--- src/rtl/prf_pkg.sv ---
package prf_pkg;

    localparam int PRF_ADDR_W = 32;
    localparam int PRF_DATA_W = 32;
    localparam int PRF_CODE_W = 5;

    // configuration select values
    localparam logic PRF_SEL_BASE = 1'b0;
    localparam logic PRF_SEL_SIZE = 1'b1;

    typedef enum logic [1:0] {
        ST_IDLE     = 2'd0,
        ST_FWD_WAIT = 2'd1,
        ST_ERR_RSP  = 2'd2
    } prf_state_e;

    typedef struct packed {
        logic [PRF_ADDR_W-1:0] base;
        logic [PRF_CODE_W-1:0] size_code;
    } prf_cfg_t;

    typedef struct packed {
        logic                  write;
        logic [PRF_ADDR_W-1:0] addr;
        logic [PRF_DATA_W-1:0] wdata;
    } prf_req_t;

    typedef struct packed {
        logic                  err;
        logic [PRF_DATA_W-1:0] rdata;
    } prf_rsp_t;

    // true for the size codes that describe a real window
    function automatic logic code_defined(input logic [PRF_CODE_W-1:0] code);
        case (code)
            5'd13, 5'd14, 5'd15, 5'd16, 5'd17, 5'd18, 5'd22: return 1'b1;
            default:                                         return 1'b0;
        endcase
    endfunction

endpackage

--- src/rtl/prf_cfg_regs.sv ---
module prf_cfg_regs
    import prf_pkg::*;
(
    input  logic                  clk,
    input  logic                  rst,
    input  logic                  we,
    input  logic                  sel,
    input  logic [PRF_DATA_W-1:0] wdata,
    output prf_cfg_t              cfg
);

    always_ff @(posedge clk) begin
        if (rst) begin
            cfg <= '0;
        end else if (we) begin
            if (sel == PRF_SEL_BASE) begin
                cfg.base <= wdata[PRF_ADDR_W-1:0];
            end else begin
                cfg.size_code <= wdata[PRF_CODE_W-1:0];
            end
        end
    end

endmodule

--- src/rtl/prf_region_match.sv ---
module prf_region_match
    import prf_pkg::*;
#(
    parameter int ADDR_W = PRF_ADDR_W
) (
    input  prf_cfg_t          cfg,
    input  logic [ADDR_W-1:0] addr,
    output logic              hit
);

    localparam int NB_W = $clog2(ADDR_W) + 1;

    logic [NB_W-1:0]   low_bits;
    logic [ADDR_W-1:0] keep;
    logic [ADDR_W-1:0] diff;

    // window of 2^(code+1) bytes: bits below code+1 are don't-care
    assign low_bits = NB_W'(cfg.size_code) + NB_W'(1);

    for (genvar gi = 0; gi < ADDR_W; gi++) begin : g_keep
        assign keep[gi] = (NB_W'(gi) >= low_bits);
    end

    assign diff = (addr ^ cfg.base[ADDR_W-1:0]) & keep;
    assign hit  = cfg.base[0] && code_defined(cfg.size_code) && (diff == '0);

endmodule

--- src/rtl/prf_txn_ctrl.sv ---
module prf_txn_ctrl
    import prf_pkg::*;
(
    input  logic       clk,
    input  logic       rst,
    input  logic       m_req_valid,
    output logic       m_req_ready,
    input  logic       hit,
    output logic       s_req_valid,
    input  logic       s_req_ready,
    input  logic       s_rsp_valid,
    input  prf_rsp_t   s_rsp,
    output logic       m_rsp_valid,
    output prf_rsp_t   m_rsp
);

    prf_state_e state, state_nx;

    always_comb begin
        m_req_ready = 1'b0;
        s_req_valid = 1'b0;
        m_rsp_valid = 1'b0;
        m_rsp       = '0;
        state_nx    = state;
        unique case (state)
            ST_IDLE: begin
                if (hit) begin
                    m_req_ready = 1'b1;
                    if (m_req_valid) state_nx = ST_ERR_RSP;
                end else begin
                    s_req_valid = m_req_valid;
                    m_req_ready = s_req_ready;
                    if (m_req_valid && s_req_ready) state_nx = ST_FWD_WAIT;
                end
            end
            ST_FWD_WAIT: begin
                if (s_rsp_valid) begin
                    m_rsp_valid = 1'b1;
                    m_rsp       = s_rsp;
                    state_nx    = ST_IDLE;
                end
            end
            ST_ERR_RSP: begin
                m_rsp_valid = 1'b1;
                m_rsp.err   = 1'b1;
                state_nx    = ST_IDLE;
            end
            default: state_nx = ST_IDLE;
        endcase
    end

    always_ff @(posedge clk) begin
        if (rst) state <= ST_IDLE;
        else     state <= state_nx;
    end

endmodule

--- src/rtl/prot_region_filter.sv ---
module prot_region_filter
    import prf_pkg::*;
(
    input  logic                  clk,
    input  logic                  rst,
    input  logic                  cfg_we,
    input  logic                  cfg_sel,
    input  logic [PRF_DATA_W-1:0] cfg_wdata,
    input  logic                  m_req_valid,
    output logic                  m_req_ready,
    input  logic [PRF_ADDR_W-1:0] m_req_addr,
    input  logic                  m_req_write,
    input  logic [PRF_DATA_W-1:0] m_req_wdata,
    output logic                  m_rsp_valid,
    output logic [PRF_DATA_W-1:0] m_rsp_rdata,
    output logic                  m_rsp_err,
    output logic                  s_req_valid,
    input  logic                  s_req_ready,
    output logic [PRF_ADDR_W-1:0] s_req_addr,
    output logic                  s_req_write,
    output logic [PRF_DATA_W-1:0] s_req_wdata,
    input  logic                  s_rsp_valid,
    input  logic [PRF_DATA_W-1:0] s_rsp_rdata,
    input  logic                  s_rsp_err
);

    prf_cfg_t cfg;
    prf_req_t req;
    prf_rsp_t dn_rsp;
    prf_rsp_t up_rsp;
    logic     req_hit;

    assign req = '{write: m_req_write, addr: m_req_addr, wdata: m_req_wdata};
    assign dn_rsp = '{err: s_rsp_err, rdata: s_rsp_rdata};

    prf_cfg_regs u_cfg (
        .clk   (clk),
        .rst   (rst),
        .we    (cfg_we),
        .sel   (cfg_sel),
        .wdata (cfg_wdata),
        .cfg   (cfg)
    );

    prf_region_match #(.ADDR_W(PRF_ADDR_W)) u_match (
        .cfg  (cfg),
        .addr (req.addr),
        .hit  (req_hit)
    );

    prf_txn_ctrl u_ctrl (
        .clk         (clk),
        .rst         (rst),
        .m_req_valid (m_req_valid),
        .m_req_ready (m_req_ready),
        .hit         (req_hit),
        .s_req_valid (s_req_valid),
        .s_req_ready (s_req_ready),
        .s_rsp_valid (s_rsp_valid),
        .s_rsp       (dn_rsp),
        .m_rsp_valid (m_rsp_valid),
        .m_rsp       (up_rsp)
    );

    assign s_req_addr  = req.addr;
    assign s_req_write = req.write;
    assign s_req_wdata = req.wdata;
    assign m_rsp_rdata = up_rsp.rdata;
    assign m_rsp_err   = up_rsp.err;

endmodule

--- config.mk ---
export PLATFORM = sky130hd
export DESIGN_NAME = prot_region_filter
export DESIGN_NICKNAME = d
export VERILOG_FILES = /design/src/rtl/prf_pkg.sv /design/src/rtl/prf_cfg_regs.sv /design/src/rtl/prf_region_match.sv /design/src/rtl/prf_txn_ctrl.sv /design/src/rtl/prot_region_filter.sv
export SDC_FILE = /design/constraint.sdc
export NUM_CORES = 1
export LEC_CHECK = 0
export ABC_AREA = 0
export CAP_MARGIN = 15
export CORE_ASPECT_RATIO = 0.7
export CORE_MARGIN = 8
export CORE_UTILIZATION = 35
export DETAILED_ROUTE_END_ITERATION = 8
export GPL_ROUTABILITY_DRIVEN = 1
export PLACE_DENSITY = 0.81
export SLEW_MARGIN = 15
export SYNTH_ARGS = -nofsm -noshare
export SYNTH_HDL_FRONTEND = slang
export SYNTH_SLANG_ARGS = --single-unit
--- constraint.sdc ---
create_clock -name clk -period 3.1 [get_ports clk]
set_input_delay 0.465 -clock clk [delete_from_list [all_inputs] [get_ports clk]]
set_output_delay 0.465 -clock clk [all_outputs]
set_load 0.02 [all_outputs]
=== Word level (Yosys, flattened, before mapping) ===
Cells that the tools add are included.

* Memories kept: 0
* Bits in latches: 0
* Bits in registers: 39
* Output and inout port bits: 101
* Input bits: 137
* Bits in read-only memories: 0
* Bits in writable memories: 0
* Word-level logic and storage cells: 75

* Order comparisons: 32
* $add $sub $neg: 1
* $mul: 0
* Equality and inequality tests: 12
* Bitwise gates (word level): 3
* Div/mod/pow operators: 0
* Shift-type cells: 0
* Mux-type cells: 15
* Reduce and logical (&&, ||, !) cells: 9

{| class="wikitable"
|+ Operators with widths
! kind !! number
|-
| 5-bit by 6-bit >= comparator with 1-bit output, first input constant || 16
|-
| 4-bit by 6-bit >= comparator with 1-bit output, first input constant || 8
|-
| 33-bit 2-to-1 mux || 1
|-
| 32-bit bitwise AND || 1
|-
| 32-bit logical NOT || 1
|-
| 32-bit 2-to-1 mux || 1
|-
| 32-bit XOR || 1
|-
| 3-bit by 6-bit >= comparator with 1-bit output, first input constant || 4
|-
| 5-bit equality test, second input constant || 4
|-
| 5-bit by 4-bit equality test with 1-bit output, second input constant || 3
|-
| 1-bit by 6-bit >= comparator with 1-bit output, first input constant || 2
|-
| 2-bit by 6-bit >= comparator with 1-bit output, first input constant || 2
|-
| 2-bit 2-to-1 mux || 4
|-
| 7-bit OR reduction || 1
|-
| 5-bit by 1-bit adder with 6-bit output, second input constant || 1
|-
| 1-bit 2-to-1 mux || 6
|-
| 1-bit case mux with 2 select lines || 2
|-
| 2-bit case mux with 2 select lines || 1
|-
| 2-bit AND reduction || 2
|-
| 1-bit logical AND || 3
|-
| 3-bit by 2-bit inequality test with 1-bit output, second input constant || 1
|-
| 3-bit inequality test, second input constant || 1
|-
| 3-bit AND reduction || 1
|-
| 2-bit by 1-bit equality test with 1-bit output, second input constant || 1
|-
| other kinds (4) || 4
|}

=== Depth between registers and ports, before layout ===
* Depth in word-level cells: 7
* Mapped depth: 11

=== Cells and area by module ===
Synthesis repeated with hierarchy kept, for this count alone.

* Cells, all modules: 444
* Area total of the unflattened synthesis: 3,706.1 um2

{| class="wikitable"
|+ Modules (own cells, without submodules)
! module !! area each (um2) !! cells an instance !! times used
|-
| prf_cfg_regs || 1,687.9 || 162 || 1
|-
| prf_region_match || 1,106.1 || 156 || 1
|-
| prot_region_filter || 488.0 || 65 || 1
|-
| prf_txn_ctrl || 424.2 || 61 || 1
|}

=== Worst setup path before layout ===
OpenSTA, ideal clock, no wires.

* Path type: flip-flop to output port
* From: reg u_cfg.cfg[0] (netlist name)
* To: out m_req_ready
* Data arrival time: 2.500 ns
* Buffers on the path: 2
* Setup slack: 0.135 ns
* Required time: 2.635 ns
* Stages on the path, launching flop included: 12
* Path through: dfxtp_1 buf_2 inv_1 ha_1 clkbuf_1 nor2_1 and3_1 a31oi_1 o221ai_2 a2111oi_4 nand3_1 a21boi_1

* Longest elaborated chain between the ends: 7
* Elaborated cells between the ends (all ways): 48

{| class="wikitable"
|+ Ends and longest elaborated chain
! element !! RTL line !! text
|-
| 5-bit by 1-bit adder with 6-bit output, or another cell as far along || prf_region_match.sv:18 || <nowiki>assign low_bits = NB_W'(cfg.size_code) + NB_W'(1);</nowiki>
|-
| 1-bit by 6-bit >= comparator with 1-bit output, or another cell as far along || prf_region_match.sv:21 || <nowiki>assign keep[gi] = (NB_W'(gi) >= low_bits);</nowiki>
|-
| 32-bit bitwise AND or 1-bit 2-to-1 mux (tied branches) || prf_region_match.sv:24, prf_pkg.sv:35 ||
|-
| 32-bit logical NOT or 1-bit logical AND (tied branches) || prf_region_match.sv:25 || <nowiki>assign hit = cfg.base[0] && code_defined(cfg.size_code) && (diff == '0);</nowiki>
|-
| 1-bit logical AND * || prf_region_match.sv:25 ||
|-
| 1-bit 2-to-1 mux * || prf_txn_ctrl.sv:27 || <nowiki>if (hit) begin</nowiki>
|-
| 1-bit 2-to-1 mux * || prf_txn_ctrl.sv:25 || <nowiki>unique case (state)</nowiki>
|-
| to (decl) || prot_region_filter.sv:10 || <nowiki>output logic m_req_ready,</nowiki>
|}

Every way passes the cells marked *; elsewhere a longest branch is shown, timed or not.

=== Final worst setup path ===
* From: reg u_cfg.cfg[0] (netlist name)
* To: out m_req_ready

* Longest elaborated chain between the ends: 7
* Elaborated cells between the ends (all ways): 48

{| class="wikitable"
|+ Ends and longest elaborated chain
! element !! RTL line
|-
| 5-bit by 1-bit adder with 6-bit output, or another cell as far along || prf_region_match.sv:18
|-
| 1-bit by 6-bit >= comparator with 1-bit output, or another cell as far along || prf_region_match.sv:21
|-
| 32-bit bitwise AND or 1-bit 2-to-1 mux (tied branches) || prf_region_match.sv:24, prf_pkg.sv:35
|-
| 32-bit logical NOT or 1-bit logical AND (tied branches) || prf_region_match.sv:25
|-
| 1-bit logical AND * || prf_region_match.sv:25
|-
| 1-bit 2-to-1 mux * || prf_txn_ctrl.sv:27
|-
| 1-bit 2-to-1 mux * || prf_txn_ctrl.sv:25
|}

Marked as above.

==> flow_summary.ini <==
[outcome]
status = finished, violations left
violations = negative setup slack

[yosys]
synth_common_cells = 78 x nand2_1, 66 x buf_4, 48 x a21oi_1, 39 x dfxtp_1, 34 x and3_1
synthesis.area_sq_mm = 0.00330
synthFlopType = dfxtp_1
yosysTopAreaCell = dfxtp_1
synthCells = 445
ys_async_sr_fraction = 0
yosys_warnings = 0
ys_top_cells_by_area = dfxtp_1 24%, buf_4 15%, nand2_1 8.9%
ys_seq_area_frac = 0.236
syn_area_per_cell_sq_um = 7.43
synth_most_common_cell = nand2_1
synth_top_area_share = 0.236
synth_edf_count = 0
synth-seq-cells = 39
syn-num-nets = 589
ys_types = 60

[worst_hold_path]
worstHoldPathType = flop to flop
hold_start = u_cfg.cfg[17]

[timing]
setup_ws_ps = -16.2
setup_violations = 1
finalMaxSlewViolations = 0
timing.slew.headroom = 0.669
fin_crit_sh = 1.01
worst_pin_slew_ps = 492
max_freq_ghz = 0.321
period_needed_ps = 3120
rsz0062_at_grt = true
hold_viol_final = 0
skew_ps = 3.51

[floorplan]
die_width_microns = 132
rows = 29
core_sq_mm = 0.00911
io_pins = 238
fp.dieArea_sq_mm = 0.0129
die_h_microns = 97.3
start_util = 0.363

[cells_and_area]
finalNetCount = 736
regArea_sq_um = 790
antennaDiodeCount = 0
utilization = 0.584
finalNonFillerCells = 716
drive_gt1_frac = 0.177
fill_cells = 820
multi_input_area_sq_mm = 0.00198
area.growth.synth_to_final_pct = 61.0

[drt]
wl_per_cell_microns = 17.5
post-route-drc-count = 0
drt-pass1-iter-count = 4
ant_nets = 0
drt_iter0_markers = 173
routed_wl_microns = 12500
via_per_inst = 5.01
vias = 3588

[power_and_ir_drop]
power.leakage_nw = 2.10
ir_worst_vdd_mv = 0.179
finalPower_w = 0.00161
power_density_mw_per_mm2 = 302

[worst_setup_path]
path_max_fanout = 4
crit_arrival_ps = 2650
end_kind = output port
worstPathCellList = buf_6 -> inv_6 -> buf_6 -> ha_4 -> buf_6 -> nor3_2 -> or3_1 -> a21oi_2 -> nand2_2 -> a2111oi_4 -> nand3_2 -> a21boi_2 -> buf_6
rr_startpoint = u_cfg.cfg[0]
cp-startpoint = u_cfg.cfg[0]
cp_slowest_cell = a2111oi_4
critPathTopFamily = compound AO/OA/AOI/OAI gates
startpoint_type = flop
critPathMaxStageDelay_ps = 390
critPathRequiredTime_ps = 2630
cp.buffers_inverters = 5
path_class = flop to output port
path_common_cell = buf_6

[placed_design]
hpwlAfterDp_microns = 10300
io_buffer_count = 171
place_inst = 708
place.gp.congestion = 0.836

[clock_network]
path_clk_slew_ps = 60
cts_buffer_depth = 2
numCtsBuffers = 5
clk_latency_ps = 290
cts_tree = built
h-tree-depth = 2
numClockSinks = 39
root_buffer = clkbuf_16

[global_routing]
track_usage = 0.187
grt_max_degree = 40
grt_pass1_wl_microns = 19600
antenna_found_initial = 0
first_global_vias = 3726
grt_overflow = 0

[job]
max-cap-violations = 0
where the power goes:
part           leakage [nW]  internal [W]  total [W]  switching [W]
Clock                0.0733      0.000319   0.000535       0.000217
Combinational          1.71      0.000291   0.000528       0.000237
Sequential            0.321      0.000524   0.000544      0.0000200
Total                  2.10       0.00113    0.00161       0.000473
layout make-up:
type | instances | share of cell area
Clock inverter | 1 | 0.00165
Clock buffer | 6 | 0.0261
Multi-Input combinational cell | 302 | 0.373
Timing Repair Buffer | 234 | 0.414
Inverter | 10 | 0.00800
Sequential cell | 39 | 0.148
Tap cell | 124 | 0.0292
worst register-to-register path, delay by kind of cell (launching register included):
family,cells,cell delay (ps)
DFF,1,370
buffers and inverters,5,530
and+or+nand+nor,4,530
AOI/OAI and AO/OA,3,790
adders and majority gates,1,160
worst paths after layout:
kind / to / slack (ps) / cells past startpoint
worst max-delay path: m_req_ready / -20 / 13
worst min-delay path: u_cfg.cfg[17] / 470 / 2
worst max register to register: u_ctrl.state[1] / 640 / 13
worst min register to register: u_cfg.cfg[17] / 470 / 2
flip-flops by register name, indices dropped and copies added (netlist names):
signal	count
u_cfg.cfg	37
u_ctrl.state	2
stage by stage:
stage                     hold slack (ps)  cell area [sq um]  setup slack (ps)  TNS (ps)
after detailed placement              460               5030              -570     -1050
after CTS                             468               5280             -44.6     -69.6
after global placement                453               5030              -523      -952
after floorplan                       448               3300               135         0
final                                 466               5320             -16.2     -16.2
after global routing                  485               5320             -98.3      -154
layer usage:
layer,track usage,wire [microns],vias to the layer above
met1,0.231,5580,1641
li1,-,-,1756
met3,0.0666,937,30
met4,0.0405,157,0
met2,0.303,5870,161
met5,0,0,-
logic make-up (layout without fill, tap and decap cells):
family	after synthesis	in the layout	synth area share
adder cells (fa/ha/maj)	9	9	0.0326
flip-flops	39	39	0.236
AND/OR/NAND/NOR	156	156	0.230
XOR/XNOR	35	35	0.0950
AO/OA/AOI/OAI	102	102	0.210
buffers and inverters	104	251	0.196
cells in the final DEF, fill, tap and decap left out, types with 3 or more instances in the layout:
cell             netlist  routed
clkbuf_16              0       5
inv_1                  9       8
ha_1                   7       3
a31oi_1                3       3
o22ai_1                6       6
o21ai_0                7       7
nor2b_1                5       3
nand4_1                3       3
o21a_1                 3       3
and3_1                34      33
buf_6                  0       6
nor2_1                 8       8
o31ai_1                4       4
a21oi_1               48      45
ha_4                   0       4
dfxtp_1               39      36
nand3_1                8       7
and2_1                 3       3
xor2_1                14      13
xnor2_1               20      20
nand2b_1               5       4
clkdlybuf4s50_1        0     169
o211ai_1               5       5
buf_4                 66      59
nand2_1               78      77
a21oi_2                0       3
timing repair:
action	4_1_cts	5_1_grt
hold buffers	0	0
pin swaps	7	8
endpoints found under the setup margin	2	2
gates resized for setup	36	8
buffers inserted	1	0
(Power assumes the default switching activity.)
